### config.mk
export PLATFORM = sky130hd
export DESIGN_NAME = burst_wr_master
export DESIGN_NICKNAME = d
export VERILOG_FILES = /design/src/rtl/bwm_pkg.sv /design/src/rtl/bwm_data_fifo.sv /design/src/rtl/bwm_burst_seq.sv /design/src/rtl/burst_wr_master.sv
export SDC_FILE = /design/constraint.sdc
export NUM_CORES = 1
export LEC_CHECK = 0
export ABC_AREA = 1
export BUFFER_PORTS_ARGS = -buffer_cell sky130_fd_sc_hd__buf_4
export CORE_MARGIN = 1
export CORE_UTILIZATION = 65
export CTS_BUF_LIST = sky130_fd_sc_hd__clkbuf_2
export DETAILED_ROUTE_END_ITERATION = 8
export PLACE_DENSITY = 0.95
export SYNTH_ARGS = -nofsm -noshare
export SYNTH_HDL_FRONTEND = slang
export SYNTH_SLANG_ARGS = --single-unit
### constraint.sdc
create_clock -name clk -period 6.1 [get_ports clk]
set_clock_uncertainty 0.2 [all_clocks]
set_input_delay 1.83 -clock clk [delete_from_list [all_inputs] [get_ports clk]]
set_output_delay 1.83 -clock clk [all_outputs]
set_load 0.005 [all_outputs]
### src/rtl/bwm_pkg.sv
package bwm_pkg;

  typedef enum logic {
    ST_IDLE = 1'b0,
    ST_RUN  = 1'b1
  } bwm_state_e;

  // Count width able to hold the value n.
  function automatic int bwm_cnt_w(input int n);
    return $clog2(n + 1);
  endfunction

endpackage

### src/rtl/bwm_data_fifo.sv
module bwm_data_fifo #(
  parameter int DW    = 32,
  parameter int DEPTH = 8
) (
  input  logic          clk,
  input  logic          rst_n,
  input  logic          push,
  input  logic [DW-1:0] push_data,
  output logic          push_ready,
  input  logic          pop,
  output logic [DW-1:0] head,
  output logic          empty
);
  localparam int PW = (DEPTH > 1) ? $clog2(DEPTH) : 1;
  localparam int CW = bwm_pkg::bwm_cnt_w(DEPTH);
  localparam logic [PW-1:0] LAST_PTR = PW'(DEPTH - 1);
  localparam logic [CW-1:0] FULL_CNT = CW'(DEPTH);

  logic [DW-1:0] slot_q [DEPTH];
  logic [PW-1:0] wr_q, wr_d, rd_q, rd_d;
  logic [CW-1:0] cnt_q, cnt_d;
  logic          push_ok, pop_ok;

  function automatic logic [PW-1:0] ptr_next(input logic [PW-1:0] p);
    return (p == LAST_PTR) ? '0 : p + 1'b1;
  endfunction

  always_comb begin
    push_ready = (cnt_q != FULL_CNT);
    empty      = (cnt_q == '0);
    push_ok    = push && push_ready;
    pop_ok     = pop && !empty;
    head       = slot_q[rd_q];
  end

  always_comb begin
    wr_d  = push_ok ? ptr_next(wr_q) : wr_q;
    rd_d  = pop_ok  ? ptr_next(rd_q) : rd_q;
    cnt_d = cnt_q;
    case ({push_ok, pop_ok})
      2'b10:   cnt_d = cnt_q + 1'b1;
      2'b01:   cnt_d = cnt_q - 1'b1;
      default: cnt_d = cnt_q;
    endcase
  end

  always_ff @(posedge clk or negedge rst_n) begin
    if (!rst_n) begin
      wr_q  <= '0;
      rd_q  <= '0;
      cnt_q <= '0;
    end else begin
      wr_q  <= wr_d;
      rd_q  <= rd_d;
      cnt_q <= cnt_d;
    end
  end

  // One storage register per slot, each with its own write enable.
  for (genvar i = 0; i < DEPTH; i++) begin : g_slot
    logic slot_we;
    assign slot_we = push_ok && (wr_q == PW'(i));
    always_ff @(posedge clk) begin
      if (slot_we) begin
        slot_q[i] <= push_data;
      end
    end
  end

  p_pop_only_nonempty_r6: assert property (@(posedge clk) disable iff (!rst_n)
    pop |-> !empty);

  p_no_overflow_r9: assert property (@(posedge clk) disable iff (!rst_n)
    (!push_ready && !pop) |=> $stable(cnt_q));

  p_head_hold_r4: assert property (@(posedge clk) disable iff (!rst_n)
    (!empty && !pop) |=> $stable(head));

endmodule

### src/rtl/bwm_burst_seq.sv
module bwm_burst_seq
  import bwm_pkg::*;
#(
  parameter int AW  = 32,
  parameter int BEW = 4,
  parameter int BCW = 5
) (
  input  logic           clk,
  input  logic           rst_n,
  input  logic           cmd_valid,
  output logic           cmd_ready,
  input  logic [AW-1:0]  cmd_addr,
  input  logic [BCW-1:0] cmd_len,
  input  logic [BEW-1:0] cmd_be,
  input  logic           fifo_empty,
  output logic           fifo_pop,
  input  logic           waitreq,
  output logic           write_o,
  output logic [AW-1:0]  addr_o,
  output logic [BCW-1:0] len_o,
  output logic [BEW-1:0] be_o,
  output logic           done_o
);
  bwm_state_e     state_q, state_d;
  logic [BCW-1:0] rem_q, rem_d;
  logic [AW-1:0]  addr_q;
  logic [BCW-1:0] len_q;
  logic [BEW-1:0] be_q;
  logic           done_q, done_d;
  logic           running, load_cmd, accept, last_beat;

  always_comb begin
    running   = (state_q == ST_RUN);
    cmd_ready = !running;
    load_cmd  = cmd_valid && !running;
    write_o   = running && !fifo_empty;
    accept    = write_o && !waitreq;
    last_beat = (rem_q == BCW'(1));
    fifo_pop  = accept;
    addr_o    = addr_q;
    len_o     = len_q;
    be_o      = be_q;
    done_o    = done_q;
  end

  always_comb begin
    state_d = state_q;
    rem_d   = rem_q;
    done_d  = 1'b0;
    if (load_cmd) begin
      state_d = ST_RUN;
      rem_d   = cmd_len;
    end else if (accept) begin
      rem_d = rem_q - 1'b1;
      if (last_beat) begin
        state_d = ST_IDLE;
        done_d  = 1'b1;
      end
    end
  end

  always_ff @(posedge clk or negedge rst_n) begin
    if (!rst_n) begin
      state_q <= ST_IDLE;
      rem_q   <= '0;
      done_q  <= 1'b0;
    end else begin
      state_q <= state_d;
      rem_q   <= rem_d;
      done_q  <= done_d;
    end
  end

  // Command fields, enabled only on command load.
  always_ff @(posedge clk or negedge rst_n) begin
    if (!rst_n) begin
      addr_q <= '0;
      len_q  <= '0;
      be_q   <= '0;
    end else if (load_cmd) begin
      addr_q <= cmd_addr;
      len_q  <= cmd_len;
      be_q   <= cmd_be;
    end
  end

  p_len_nonzero_r2: assert property (@(posedge clk) disable iff (!rst_n)
    (cmd_valid && cmd_ready) |-> (cmd_len != '0));

  p_busy_cmd_ignored_r2: assert property (@(posedge clk) disable iff (!rst_n)
    (running && cmd_valid) |=> ($stable(addr_o) && $stable(len_o) && $stable(be_o)));

  p_hold_on_stall_r4: assert property (@(posedge clk) disable iff (!rst_n)
    (write_o && waitreq) |=>
      (write_o && $stable(addr_o) && $stable(len_o) && $stable(be_o)));

  p_end_after_last_r7: assert property (@(posedge clk) disable iff (!rst_n)
    (accept && last_beat) |=> (done_o && !write_o && cmd_ready));

  p_done_single_r7: assert property (@(posedge clk) disable iff (!rst_n)
    done_o |=> !done_o);

  p_rem_in_range_r5: assert property (@(posedge clk) disable iff (!rst_n)
    running |-> (rem_q != '0 && rem_q <= len_o));

endmodule

### src/rtl/burst_wr_master.sv
module burst_wr_master #(
  parameter int AW        = 32,
  parameter int DW        = 32,
  parameter int DEPTH     = 8,
  parameter int MAX_BURST = 16,
  localparam int BEW      = DW / 8,
  localparam int BCW      = bwm_pkg::bwm_cnt_w(MAX_BURST)
) (
  input  logic           clk,
  input  logic           rst_n,
  input  logic           cmd_valid,
  output logic           cmd_ready,
  input  logic [AW-1:0]  cmd_addr,
  input  logic [BCW-1:0] cmd_len,
  input  logic [BEW-1:0] cmd_be,
  input  logic           in_valid,
  output logic           in_ready,
  input  logic [DW-1:0]  in_data,
  output logic [AW-1:0]  bus_address,
  output logic [BCW-1:0] bus_burstcount,
  output logic [BEW-1:0] bus_byteenable,
  output logic           bus_write,
  output logic [DW-1:0]  bus_writedata,
  input  logic           bus_waitrequest,
  output logic           done
);
  logic rst_meta_q, rst_sync_q;
  logic fifo_empty, fifo_pop;

  // Reset asserts at once and is released on the clock.
  always_ff @(posedge clk or negedge rst_n) begin
    if (!rst_n) begin
      rst_meta_q <= 1'b0;
      rst_sync_q <= 1'b0;
    end else begin
      rst_meta_q <= 1'b1;
      rst_sync_q <= rst_meta_q;
    end
  end

  bwm_data_fifo #(
    .DW    (DW),
    .DEPTH (DEPTH)
  ) u_fifo (
    .clk        (clk),
    .rst_n      (rst_sync_q),
    .push       (in_valid),
    .push_data  (in_data),
    .push_ready (in_ready),
    .pop        (fifo_pop),
    .head       (bus_writedata),
    .empty      (fifo_empty)
  );

  bwm_burst_seq #(
    .AW  (AW),
    .BEW (BEW),
    .BCW (BCW)
  ) u_seq (
    .clk        (clk),
    .rst_n      (rst_sync_q),
    .cmd_valid  (cmd_valid),
    .cmd_ready  (cmd_ready),
    .cmd_addr   (cmd_addr),
    .cmd_len    (cmd_len),
    .cmd_be     (cmd_be),
    .fifo_empty (fifo_empty),
    .fifo_pop   (fifo_pop),
    .waitreq    (bus_waitrequest),
    .write_o    (bus_write),
    .addr_o     (bus_address),
    .len_o      (bus_burstcount),
    .be_o       (bus_byteenable),
    .done_o     (done)
  );

  p_data_hold_r4: assert property (@(posedge clk) disable iff (!rst_sync_q)
    (bus_write && bus_waitrequest) |=> (bus_write && $stable(bus_writedata)));

  p_write_needs_data_r6: assert property (@(posedge clk) disable iff (!rst_sync_q)
    bus_write |-> !fifo_empty);

endmodule

==> results of run 1 <==
==> through the flow <==
stage | hold slack, ns | cells | utilization [%]
finish | 0.1638 | 1608 | 77.76
floorplan | 0.1312 | 1106 | -
detailed placement | 0.1417 | 1477 | 74.01
global route | 0.1796 | 1608 | 77.76
global placement | 0.1358 | 1477 | 74.01
CTS | 0.1662 | 1606 | 77.73
==> registers in the layout, indices dropped and copies added (netlist names), 3 cells and up <==
register and flops:
u_seq.addr_o 32, u_fifo.cnt_q 4, u_fifo.wr_q 3, u_seq.rem_q 5, u_fifo.slot_q 256, u_seq.len_o 5, u_seq.be_o 4, u_fifo.rd_q 3
==> cells in the final DEF (no fill, tap or decap), drive strengths merged <==
cell,count
a21oi,1
a31oi,1
buf,171
bufinv,3
clkbuf,111
clkinv,15
clkinvlp,1
conb,1
dfrtp,60
diode,2
edfxtp,256
fa,1
ha,13
inv,25
nand2,257
nand3,15
nor2,202
nor3,6
o21ai,202
or2,1
xnor2,2
xor2,2
==> area by class of cell <==
cell class              count  area, um2  area share (%)
flip-flops and latches    316       9198           62.40
multi-input cells         704       3123           21.19
repair buffers            171       1284           8.710
clock buffers             111      555.5           3.769
well taps                 260      325.3           2.207
clock inverters            18      150.1           1.019
inverters                  26      98.84          0.6706
diodes                      2      5.005         0.03396
==> cell families after synthesis <==
| family | count (synthesis) | share of synthesized area, % |
|---|---|---|
| AOI/OAI and AO/OA | 204 | 8.043 |
| xor gates and xnor gates | 4 | 0.2757 |
| adders and majority gates | 14 | 1.437 |
| buffers and inverters | 86 | 3.485 |
| DFF | 316 | 72.30 |
| other | 1 | 0.02951 |
| and+or+nand+nor | 481 | 14.43 |
==> routing by layer <==
layer	GRT usage (%)	vias up
li1	-	4174
met1	35.13	4262
met2	50.64	620
met3	7.526	92
met4	15.05	0
met5	0	-
==> worst max-delay path, delay by kind of cell, from the launching register on <==
kind	cells	cell delay [ns]
buffers and inverters	2	0.69
AOI/OAI and AO/OA	2	0.26
DFF	1	0.98
and+or+nand+nor	4	0.51
==> worst max path at each step <==
stage | endpoint | start
floorplan | u_fifo.slot_q[0][0] | in_valid
global placement | bus_writedata[14] | u_fifo.rd_q[0]
detailed placement | bus_writedata[1] | u_fifo.rd_q[0]
CTS | bus_writedata[10] | u_fifo.rd_q[0]
global route | bus_writedata[10] | u_fifo.rd_q[0]
finish | bus_writedata[10] | u_fifo.rd_q[0]
==> power groups by stage <==
stage / registers [W] / logic, W / clock network (W)
final: 0.00313 / 0.00237 / 0.00141
after global routing: 0.00317 / 0.00263 / 0.00154
after CTS: 0.00311 / 0.00237 / 0.00143
after detailed placement: 0.00314 / 0.00233 / 0
after global placement: 0.00312 / 0.00219 / 0
after floorplan: 0.00296 / 0.00153 / 0
==> summary.log, run 1 <==
INFO  synthesis      synth_enable_flop_cells=256
INFO  routing        vias=9148
INFO  pwr            total_power=0.006898W
INFO  cts            cts_tree=done
INFO  cts            clock_path_buffers=3
INFO  floorplan      chipWidth=141.8um
INFO  critical_path  end_kind=output pin
INFO  cts            postCtsHoldBufs=0
INFO  final_layout   layout-drive-gt1-share=22.21%
INFO  pwr            p_sw=0.002571W
INFO  critical_path  ff2ff_setup_slack=3.30ns
INFO  final_layout   final.fill_count=1070
INFO  synthesis      synth.cell_area=12710um2
INFO  critical_path  crit_path_start_kind=register
INFO  final_layout   nNetsFinal=1384
INFO  timing         finalSetupViolations=0
INFO  global_routing antenna_found_initial=2
INFO  hold_path      hold_start=rst_meta_q
INFO  placed_design  gpl.final_weighted_congestion=0.7401
INFO  cts            clock_tree.root_cell=sky130_fd_sc_hd__clkbuf_2
INFO  routing        routed-wl-met3=3011um
INFO  synthesis      post_synth_most_frequent_cells=sky130_fd_sc_hd__nand2_1 (257), sky130_fd_sc_hd__edfxtp_1 (256), sky130_fd_sc_hd__nor2_1 (202)
INFO  timing         slew-limit-headroom=13.95%
INFO  synthesis      ys_async_sr_fraction=18.99%
INFO  global_routing pin_count_of_the_biggest_net_entering_global_routing=131
INFO  critical_path  worst-r2r-cell-count=11
INFO  synthesis      synth.avg_cell_area=11.49um2
INFO  pwr            p_per_area=468.0nW/um2
INFO  critical_path  r2r-end=u_fifo.cnt_q[3]
INFO  critical_path  critPathMaxFanout=80
INFO  timing         tcrit_tclk_final=86.06%
INFO  timing         timing.setup.tns=0ns
INFO  hold_path      min_delay_worst_endpoint=rst_sync_q
INFO  pwr            power.share.combinational=34.3%
INFO  floorplan      floorplan.initialDensity=67.05%
INFO  synthesis      synth.lib_cells_used.distinct=24
INFO  floorplan      rows=50
INFO  placed_design  post_dp_cell_area=14030um2
INFO  critical_path  worstPathCellList=buf_4 > nor2_1 > nor2_1 > o21ai_0 > o21ai_0 > nand2_1 > nand2_1 > buf_4
INFO  timing         rsz_0062_raised_after_global_routing=no
INFO  final_layout   finish.instance_area=14740um2
INFO  pwr            clkPwrFrac=20.4%
INFO  routing        viasPerCell=5.689
INFO  pwr            swShare=37.27%
INFO  pwr            static-leakage-power=6.062nW
INFO  critical_path  worst_path_max_delay_cell=sky130_fd_sc_hd__dfrtp_4
INFO  synthesis      post-synth-top-area-cell=sky130_fd_sc_hd__edfxtp_1
INFO  cts            cts.sinks=316
INFO  routing        top_signal_layer_used=met4
INFO  global_routing grt_pass1_wl=44980um
INFO  floorplan      io_pins=155
INFO  synthesis      ys_seq_elements=316
INFO  routing        drtIter0Drc=1000
INFO  synthesis      netlist_instances=1106
INFO  final_layout   syn_to_final_growth=15.97%
INFO  floorplan      die_y=141.8um
INFO  floorplan      total_die_area=20120um2
INFO  global_routing global_route.overflow_total=0
INFO  routing        post_drt_wl_per_cell=18.09um
INFO  synthesis      yosysMostFrequentCell=sky130_fd_sc_hd__nand2_1
INFO  cts            worst_skew_pair.late_latency=0.79ns
INFO  timing         timing.final.ws_setup=0.8506ns
INFO  timing         min_period=5.249ns
INFO  critical_path  crit-reg2reg-launch=u_fifo.cnt_q[1]
INFO  outcome        status=finished clean
INFO  routing        dr_pass1_iterations=6
INFO  synthesis      synth_top_flop_cell=sky130_fd_sc_hd__edfxtp_1
INFO  timing         fmax=0.1905GHz
INFO  cts            numCtsBuffers=73
INFO  cts            cts_htree_levels=3
INFO  routing        wl_met1=10310um
INFO  timing         finalMaxSlewViolations=0
INFO  global_routing global_route.usage.total=29.68%
INFO  synthesis      postSynthNetCount=1198
INFO  critical_path  critPathKind=reg -> out
INFO  critical_path  max_stage_delay=0.98ns
INFO  hold_path      worst_hold_path_type=reg -> reg
INFO  placed_design  place_hpwl=16050um
INFO  synthesis      ys_top_cells_by_area=sky130_fd_sc_hd__edfxtp_1 (60%), sky130_fd_sc_hd__dfrtp_1 (12%), sky130_fd_sc_hd__nand2_1 (7.6%), sky130_fd_sc_hd__o21ai_0 (6.4%), sky130_fd_sc_hd__nor2_1 (6.0%)
INFO  hold_path      min_path_cells=0
INFO  floorplan      area_of_the_placeable_core=18960um2
INFO  synthesis      netlist.area_leader.share=60.48%
INFO  routing        remaining_drc_errors=0
INFO  placed_design  buffer_ports.inserted=154
INFO  routing        final_antenna_net_count=0
INFO  placed_design  detailedPlace.worstSlack=1.775ns
INFO  critical_path  required=4.07ns
INFO  flow_run       drv.max_cap_violation_count=0
INFO  pwr            max-vdd-ir-drop=0.2955mV
INFO  timing         finalHoldViolCount=0
INFO  cts            post_cts_setup_repair_bufs=0
INFO  synthesis      synth-seq-area-share=72.30%
INFO  routing        routed-wl-met2=14840um
INFO  cts            clk_pin_slew=0.10ns
INFO  pwr            sequential_group_share_of_total_power=45.3%
INFO  timing         pin_slew_with_the_least_headroom_to_its_limit=1.291ns
INFO  routing        postRouteWirelength=29090um
INFO  synthesis      yosys_warnings=0
INFO  pwr            power_report.internal_total=0.004327W
INFO  cts            post_cts_resized=0
INFO  global_routing grt_pass1_vias=9189
INFO  critical_path  crit_arrival=3.22ns
Note: power is estimated with default switching activity, not from simulation.
==> run 2, diff against run 1 <==
Settings changed: CORE_UTILIZATION 65 to 30, GPL_ROUTABILITY_DRIVEN set to 0, PLACE_DENSITY 0.95 to 0.56, SLEW_MARGIN set to 20.
==> summary.log, run 2 (synthesis gave the netlist of run 1 again) <==
INFO  hold_path      worst_hold_path_type=reg -> reg [unchanged]
INFO  placed_design  detailedPlace.worstSlack=1.983ns [was 1.775 ns]
INFO  critical_path  critPathMaxFanout=92 [was 80]
INFO  routing        remaining_drc_errors=0 [unchanged]
INFO  final_layout   seq_area=9198um2 [unchanged]
INFO  final_layout   final.fill_count=4164 [was 1070]
INFO  timing         timing.final.ws_setup=1.100ns [was 0.8506 ns]
INFO  timing         rsz_0062_raised_after_global_routing=no [unchanged]
INFO  global_routing pin_count_of_the_biggest_net_entering_global_routing=117 [was 131]
INFO  pwr            max-vdd-ir-drop=0.2322mV [was 0.2955 mV]
INFO  floorplan      die_y=207.8um [was 141.8 um]
INFO  critical_path  crit_arrival=2.97ns [was 3.22 ns]
INFO  outcome        status=finished clean [unchanged]
INFO  critical_path  crit_path_start_kind=register [unchanged]
INFO  critical_path  cpLargestDelayFamily=flip-flops [unchanged]
INFO  cts            worst_skew_pair.late_latency=0.90ns [was 0.79 ns]
INFO  floorplan      area_of_the_placeable_core=41850um2 [was 18960 um2]
INFO  routing        postRouteWirelength=30110um [was 29090 um]
INFO  final_layout   utilization=36.37% [was 77.76%]
INFO  pwr            static-leakage-power=6.162nW [was 6.062 nW]
INFO  routing        post_drt_wl_per_cell=15.74um [was 18.09 um]
INFO  cts            numCtsBuffers=81 [was 73]
INFO  cts            post_cts_resized=0 [unchanged]
INFO  timing         slew-limit-headroom=35.03% [was 13.95%]
INFO  final_layout   layout-drive-gt1-share=23.47% [was 22.21%]
INFO  critical_path  end_kind=output pin [unchanged]
INFO  cts            cts_htree_levels=3 [unchanged]
INFO  final_layout   top_register_by_number_of_flip_flops=u_fifo.slot_q [unchanged]
INFO  timing         pin_slew_with_the_least_headroom_to_its_limit=0.9746ns [was 1.291 ns]
INFO  placed_design  buffer_ports.inserted=154 [unchanged]
INFO  critical_path  worstPathCellList=buf_4 > o21ai_0 > o21ai_1 > nand2_1 > nand2_1 > buf_4 [was buf_4 > nor2_1 > nor2_1 > o21ai_0 > o21ai_0 > nand2_1 > nand2_1 > buf_4]
INFO  placed_design  place_hpwl=17070um [was 16050 um]
INFO  timing         fmax=0.2000GHz [was 0.1905 GHz]
INFO  floorplan      io_pins=155 [unchanged]
INFO  routing        dr_pass1_iterations=4 [was 6]
INFO  global_routing global_route.usage.total=14.28% [was 29.68%]
INFO  critical_path  worst_path_max_delay_cell=sky130_fd_sc_hd__dfrtp_4 [unchanged]
INFO  timing         min_period=5.000ns [was 5.249 ns]
INFO  final_layout   multiInputGateArea=3123um2 [unchanged]
INFO  final_layout   layout.cells.most_common=sky130_fd_sc_hd__nand2_1 [unchanged]
INFO  timing         finalSetupViolations=0 [unchanged]
INFO  routing        drtIter0Drc=404 [was 1000]
INFO  floorplan      total_die_area=43190um2 [was 20120 um2]
INFO  timing         timing.setup.tns=0ns [unchanged]
INFO  cts            cts_tree=done [unchanged]
INFO  floorplan      rows=75 [was 50]
INFO  floorplan      chipWidth=207.8um [was 141.8 um]
INFO  pwr            p_per_area=456.1nW/um2 [was 468.0 nW/um2]
INFO  global_routing grt_pass1_vias=8812 [was 9189]
INFO  critical_path  critical_path_buf_inv_count=2 [unchanged]
INFO  global_routing antenna_found_initial=3 [was 2]
INFO  critical_path  critPathKind=reg -> out [unchanged]
INFO  floorplan      floorplan.initialDensity=30.37% [was 67.05%]
INFO  final_layout   nNetsFinal=1399 [was 1384]
INFO  cts            cts.sinks=316 [unchanged]
INFO  cts            post_cts_setup_repair_bufs=0 [unchanged]
INFO  critical_path  max_stage_delay=1.07ns [was 0.98 ns]
INFO  global_routing grt_pass1_wl=48130um [was 44980 um]
INFO  cts            clock_tree.root_cell=sky130_fd_sc_hd__clkbuf_2 [unchanged]
INFO  flow_run       drv.max_cap_violation_count=0 [unchanged]
INFO  routing        vias=8577 [was 9148]
INFO  global_routing global_route.overflow_total=0 [unchanged]
INFO  cts            postCtsHoldBufs=0 [unchanged]
INFO  final_layout   largest_reg_flops=256 [unchanged]
INFO  cts            clock_path_buffers=3 [unchanged]
INFO  cts            clk_pin_slew=0.09ns [was 0.10 ns]
INFO  final_layout   layout_common_cells=sky130_fd_sc_hd__nand2_1 (257), sky130_fd_sc_hd__edfxtp_1 (256), sky130_fd_sc_hd__nor2_1 (200), sky130_fd_sc_hd__buf_4 (177), sky130_fd_sc_hd__o21ai_0 (163) [was sky130_fd_sc_hd__nand2_1 (257), sky130_fd_sc_hd__edfxtp_1 (256), sky130_fd_sc_hd__nor2_1 (200), sky130_fd_sc_hd__buf_4 (171), sky130_fd_sc_hd__o21ai_0 (163)]
INFO  final_layout   syn_to_final_growth=19.78% [was 15.97%]
INFO  timing         finalMaxSlewViolations=0 [unchanged]
INFO  routing        final_antenna_net_count=0 [unchanged]
INFO  critical_path  required=4.07ns [about the same]
INFO  timing         tcrit_tclk_final=81.96% [was 86.06%]
INFO  timing         finalHoldViolCount=0 [unchanged]
INFO  routing        viasPerCell=4.484 [was 5.689]
==> run 2: cell type report <==
type                       count  area share, %
clock buffer                 122          4.011
sequential                   316          60.42
timing repair buffer         178          8.860
clock inverter                26          1.085
inverter                      26         0.6493
multi-input combinational    704          20.51
tap                          539          4.430
antenna                        2        0.03288
==> run 2: per-layer routing <==
metal / vias up / share of wire [%] / GRT usage, %
met2: 246 / 46 / 22.52
met4: 4 / 1.8 / 5.236
met5: - / 0.073 / 0
met1: 4052 / 45 / 18.01
met3: 54 / 7.1 / 5.129
li1: 4221 / - / -
==> run 2: final timing paths <==
check | start | slack, ns | cells past startpoint | to
worst max register to register | u_fifo.cnt_q[1] | 3.26 | 11 | u_fifo.cnt_q[3]
min in group asynchronous | rst_sync_q | 0.21 | 1 | u_fifo.rd_q[0]
worst min register to register | rst_meta_q | 0.17 | 0 | rst_sync_q
max in group asynchronous | rst_sync_q | 4.94 | 1 | u_seq.addr_o[15]
worst max-delay path | u_fifo.rd_q[1] | 1.10 | 6 | bus_writedata[10]
worst min-delay path | rst_meta_q | 0.17 | 0 | rst_sync_q
==> run 2: report_power, final <==
| part | switching [W] | internal [W] |
|---|---|---|
| Sequential | 0.000288 | 0.00275 |
| Clock | 0.000863 | 0.000623 |
| Combinational | 0.00143 | 0.000982 |
==> run 2: per-stage QoR <==
stage	area (um2)	power [W]	hold slack, ns	cells
global placement	14440	0.005523	0.1359	1763
CTS	15220	0.007087	0.1709	1911
global route	15220	0.007554	0.1947	1913
floorplan	12710	0.004497	0.1312	1106
detailed placement	14440	0.005561	0.1412	1763
finish	15220	0.006943	0.1659	1913
==> run 2: worst reg2reg max path, delay by kind of cell (launching register included) <==
| kind | cells | cell delay, ns |
|---|---|---|
| simple gates | 8 | 1.20 |
| fa+ha+maj | 2 | 0.73 |
| flops | 1 | 0.44 |
| compound gates | 1 | 0.17 |
==> run 3, diff against run 2 <==
Settings changed: ABC_AREA 1 to 0, PLACE_DENSITY 0.56 to 0.57.
Clock period 6.1 ns to 4.4 ns, I/O delays scaled along.
==> summary.log, run 3 <==
INFO  outcome        status=finished clean [unchanged]
INFO  cts            cts_htree_levels=3 [unchanged]
INFO  timing         rsz_0062_raised_after_global_routing=no [unchanged]
INFO  routing        vias=6619 [was 8577]
INFO  critical_path  crit_path_start_kind=register [unchanged]
INFO  global_routing pin_count_of_the_biggest_net_entering_global_routing=66 [was 117]
INFO  routing        final_antenna_net_count=0 [unchanged]
INFO  routing        dr_pass1_iterations=4 [unchanged]
INFO  synthesis      synth.cell_area=12280um2 [was 12710 um2]
INFO  critical_path  ff2ff_setup_slack=1.19ns [was 3.26 ns]
INFO  timing         slew-limit-headroom=60.63% [was 35.03%]
INFO  cts            clk_pin_slew=0.10ns [was 0.09 ns]
INFO  global_routing global_route.overflow_total=0 [unchanged]
INFO  placed_design  buffer_ports.inserted=154 [unchanged]
INFO  floorplan      rows=73 [was 75]
INFO  placed_design  numPlacedInstances=1328 [was 1763]
INFO  routing        post_drt_wl_per_cell=17.74um [was 15.74 um]
INFO  timing         finalHoldViolCount=0 [unchanged]
INFO  final_layout   layout_common_cells=sky130_fd_sc_hd__edfxtp_1 (256), sky130_fd_sc_hd__buf_4 (169), sky130_fd_sc_hd__nand2_1 (126), sky130_fd_sc_hd__clkbuf_2 (113), sky130_fd_sc_hd__mux4_2 (64) [was sky130_fd_sc_hd__nand2_1 (257), sky130_fd_sc_hd__edfxtp_1 (256), sky130_fd_sc_hd__nor2_1 (200), sky130_fd_sc_hd__buf_4 (177), sky130_fd_sc_hd__o21ai_0 (163)]
INFO  cts            cts.sinks=316 [unchanged]
INFO  synthesis      postSynthNetCount=751 [was 1198]
INFO  hold_path      worst_hold_path_type=reg -> async [was reg -> reg]
INFO  final_layout   layout-drive-gt1-share=44.70% [was 23.47%]
INFO  final_layout   layout.cells.most_common=sky130_fd_sc_hd__edfxtp_1 [was sky130_fd_sc_hd__nand2_1]
INFO  placed_design  place_hpwl=14840um [was 17070 um]
INFO  timing         fmax=0.2397GHz
INFO  synthesis      ys_top_cells_by_area=sky130_fd_sc_hd__edfxtp_1 (63%), sky130_fd_sc_hd__dfrtp_1 (12%), sky130_fd_sc_hd__mux4_2 (12%), sky130_fd_sc_hd__nand2_1 (3.9%), sky130_fd_sc_hd__mux2_2 (3.3%) [was sky130_fd_sc_hd__edfxtp_1 (60%), sky130_fd_sc_hd__dfrtp_1 (12%), sky130_fd_sc_hd__nand2_1 (7.6%), sky130_fd_sc_hd__o21ai_0 (6.4%), sky130_fd_sc_hd__nor2_1 (6.0%)]
INFO  global_routing grt_pass1_wl=40120um [was 48130 um]
INFO  synthesis      netlist_instances=659 [was 1106]
INFO  cts            clock_path_buffers=3 [unchanged]
INFO  final_layout   nNetsFinal=982 [was 1399]
INFO  synthesis      yosys_warnings=0 [unchanged]
INFO  routing        remaining_drc_errors=0 [unchanged]
INFO  floorplan      io_pins=155 [unchanged]
INFO  global_routing global_route.usage.total=12.82% [was 14.28%]
INFO  global_routing grt_pass1_vias=7129 [was 8812]
INFO  floorplan      area_of_the_placeable_core=40100um2 [was 41850 um2]
INFO  floorplan      total_die_area=41760um2 [was 43190 um2]
INFO  synthesis      ys_async_sr_fraction=18.99% [unchanged]
INFO  cts            cts_tree=done [unchanged]
INFO  timing         finalMaxSlewViolations=0 [unchanged]
INFO  synthesis      yosysMostFrequentCell=sky130_fd_sc_hd__edfxtp_1 [was sky130_fd_sc_hd__nand2_1]
INFO  final_layout   top_register_by_number_of_flip_flops=u_fifo.slot_q [unchanged]
INFO  timing         finalSetupViolations=0 [unchanged]
INFO  critical_path  end_kind=output pin [unchanged]
INFO  pwr            max-vdd-ir-drop=0.3577mV [was 0.2322 mV]
INFO  timing         pin_slew_with_the_least_headroom_to_its_limit=0.5905ns [was 0.9746 ns]
INFO  synthesis      post_synth_most_frequent_cells=sky130_fd_sc_hd__edfxtp_1 (256), sky130_fd_sc_hd__nand2_1 (126), sky130_fd_sc_hd__mux4_2 (64) [was sky130_fd_sc_hd__nand2_1 (257), sky130_fd_sc_hd__edfxtp_1 (256), sky130_fd_sc_hd__nor2_1 (202)]
INFO  critical_path  critPathKind=reg -> out [unchanged]
INFO  cts            worst_skew_pair.late_latency=0.90ns [about the same]
INFO  critical_path  required=2.88ns [was 4.07 ns]
INFO  pwr            p_per_area=620.8nW/um2 [was 456.1 nW/um2]
INFO  critical_path  crit-reg2reg-launch=u_fifo.cnt_q[0] [was u_fifo.cnt_q[1]]
INFO  floorplan      die_y=204.4um [was 207.8 um]
INFO  critical_path  crit_arrival=2.65ns [was 2.97 ns]
INFO  synthesis      synth.lib_cells_used.distinct=40 [was 24]
INFO  synthesis      synth_enable_flop_cells=256 [unchanged]
INFO  final_layout   syn_to_final_growth=22.07% [was 19.78%]
INFO  routing        postRouteWirelength=26070um [was 30110 um]
INFO  timing         tcrit_tclk_final=94.82%
INFO  timing         timing.final.ws_setup=0.2277ns [was 1.100 ns]
INFO  timing         timing.setup.tns=0ns [unchanged]
INFO  final_layout   final-instance-count-excl-fill=1470 [was 1913]
INFO  synthesis      netlist.area_leader.share=62.58% [was 60.48%]
INFO  placed_design  detailedPlace.worstSlack=0.7913ns [was 1.983 ns]
INFO  floorplan      floorplan.initialDensity=30.64% [was 30.37%]
INFO  global_routing antenna_found_initial=2 [was 3]
INFO  flow_run       drv.max_cap_violation_count=0 [unchanged]
INFO  final_layout   largest_reg_flops=256 [unchanged]
INFO  synthesis      synth_top_flop_cell=sky130_fd_sc_hd__edfxtp_1 [unchanged]
INFO  routing        viasPerCell=4.503 [was 4.484]
INFO  routing        drtIter0Drc=251 [was 404]
INFO  synthesis      ys_seq_elements=316 [unchanged]
INFO  critical_path  cpMostUsedCell=sky130_fd_sc_hd__buf_12
INFO  pwr            total_power=0.009309W [was 0.006943 W]
INFO  critical_path  worst_path_max_delay_cell=sky130_fd_sc_hd__mux4_2 [was sky130_fd_sc_hd__dfrtp_4]
INFO  synthesis      synth-seq-area-share=74.80% [was 72.30%]
INFO  critical_path  r2r-end=u_fifo.cnt_q[3] [unchanged]
INFO  cts            clock_tree.root_cell=sky130_fd_sc_hd__clkbuf_2 [unchanged]
INFO  critical_path  worst-r2r-cell-count=8 [was 11]
INFO  floorplan      chipWidth=204.4um [was 207.8 um]
INFO  timing         min_period=4.172ns
INFO  critical_path  max_stage_delay=0.53ns [was 1.07 ns]
INFO  pwr            static-leakage-power=5.724nW [was 6.162 nW]
INFO  critical_path  worstPathCellList=buf_12 > buf_12 > mux4_2 > mux2_2 > buf_4 [was buf_4 > o21ai_0 > o21ai_1 > nand2_1 > nand2_1 > buf_4]
INFO  critical_path  critPathMaxFanout=14 [was 92]
INFO  synthesis      synth.avg_cell_area=18.64um2 [was 11.49 um2]
INFO  synthesis      post-synth-top-area-cell=sky130_fd_sc_hd__edfxtp_1 [unchanged]
INFO  cts            numCtsBuffers=80 [was 81]
run 3: worst max-delay path by stage:
stage | end | start | cells past startpoint | slack [ns]
floorplan | u_fifo.cnt_q[3] | bus_waitrequest | 7 | 0.85
global placement | bus_writedata[8] | u_fifo.rd_q[0] | 4 | 0.79
detailed placement | bus_writedata[8] | u_fifo.rd_q[0] | 4 | 0.79
CTS | bus_writedata[18] | u_fifo.rd_q[0] | 5 | 0.07
global route | bus_writedata[30] | u_fifo.rd_q[0] | 5 | 0.02
finish | bus_writedata[9] | u_fifo.rd_q[0] | 5 | 0.23
run 3: cells by family after synthesis:
group / after synthesis / share of synthesized area [%]
DFF: 316 / 74.80
and+or+nand+nor: 160 / 5.653
muxes: 102 / 15.24
buffers and inverters: 45 / 1.599
AOI/OAI and AO/OA: 19 / 1.049
adders and majority gates: 14 / 1.487
xor gates and xnor gates: 2 / 0.1426
other: 1 / 0.03053
run 3: stage by stage:
step	cell area (um2)	hold WS, ns	utilization, %
finish	15000	0.06628	37.40
global route	15000	0.1413	37.40
CTS	14990	0.1025	37.39
detailed placement	14230	0.09593	35.50
global placement	14230	0.09042	35.50
floorplan	12280	0.1312	-
run 3: timing repair:
item                       CTS  global route
setup buffers                4             0
hold endpoints to repair     2             0
gates resized for setup      0             0
setup endpoints to repair   32             0
hold buffers                 1             0
run 3: report_power, final:
part	total, W	internal, W	leakage [nW]	switching, W
combinational	0.00333	0.00184	2.15	0.00149
clock	0.00186	0.000695	0.523	0.00116
sequential	0.00412	0.00386	3.06	0.000256
total	0.00931	0.00640	5.72	0.00291
run 3: critical path: cells and delay by family (launching register included):
family | cells | cell delay [ns]
buffers and inverters | 3 | 0.47
DFF | 1 | 0.46
muxes | 2 | 0.81
run 3: area by class of cell:
cell class	instances	area, um2
Fill cell	3764	25100
Sequential cell	316	9196
Multi-Input combinational cell	298	2912
Timing Repair Buffer	181	1506
Tap cell	525	656.9
Clock buffer	113	565.5
Clock inverter	23	107.6
Inverter	13	48.80
Antenna cell	1	2.502
run 3: routing by layer:
layer | routed length (um) | vias up | GRT usage (%)
met5 | 13 | - | 0
met4 | 499 | 2 | 4.638
met3 | 1938 | 56 | 4.895
met2 | 12450 | 218 | 20.40
met1 | 11170 | 3304 | 15.81
li1 | - | 3039 | -
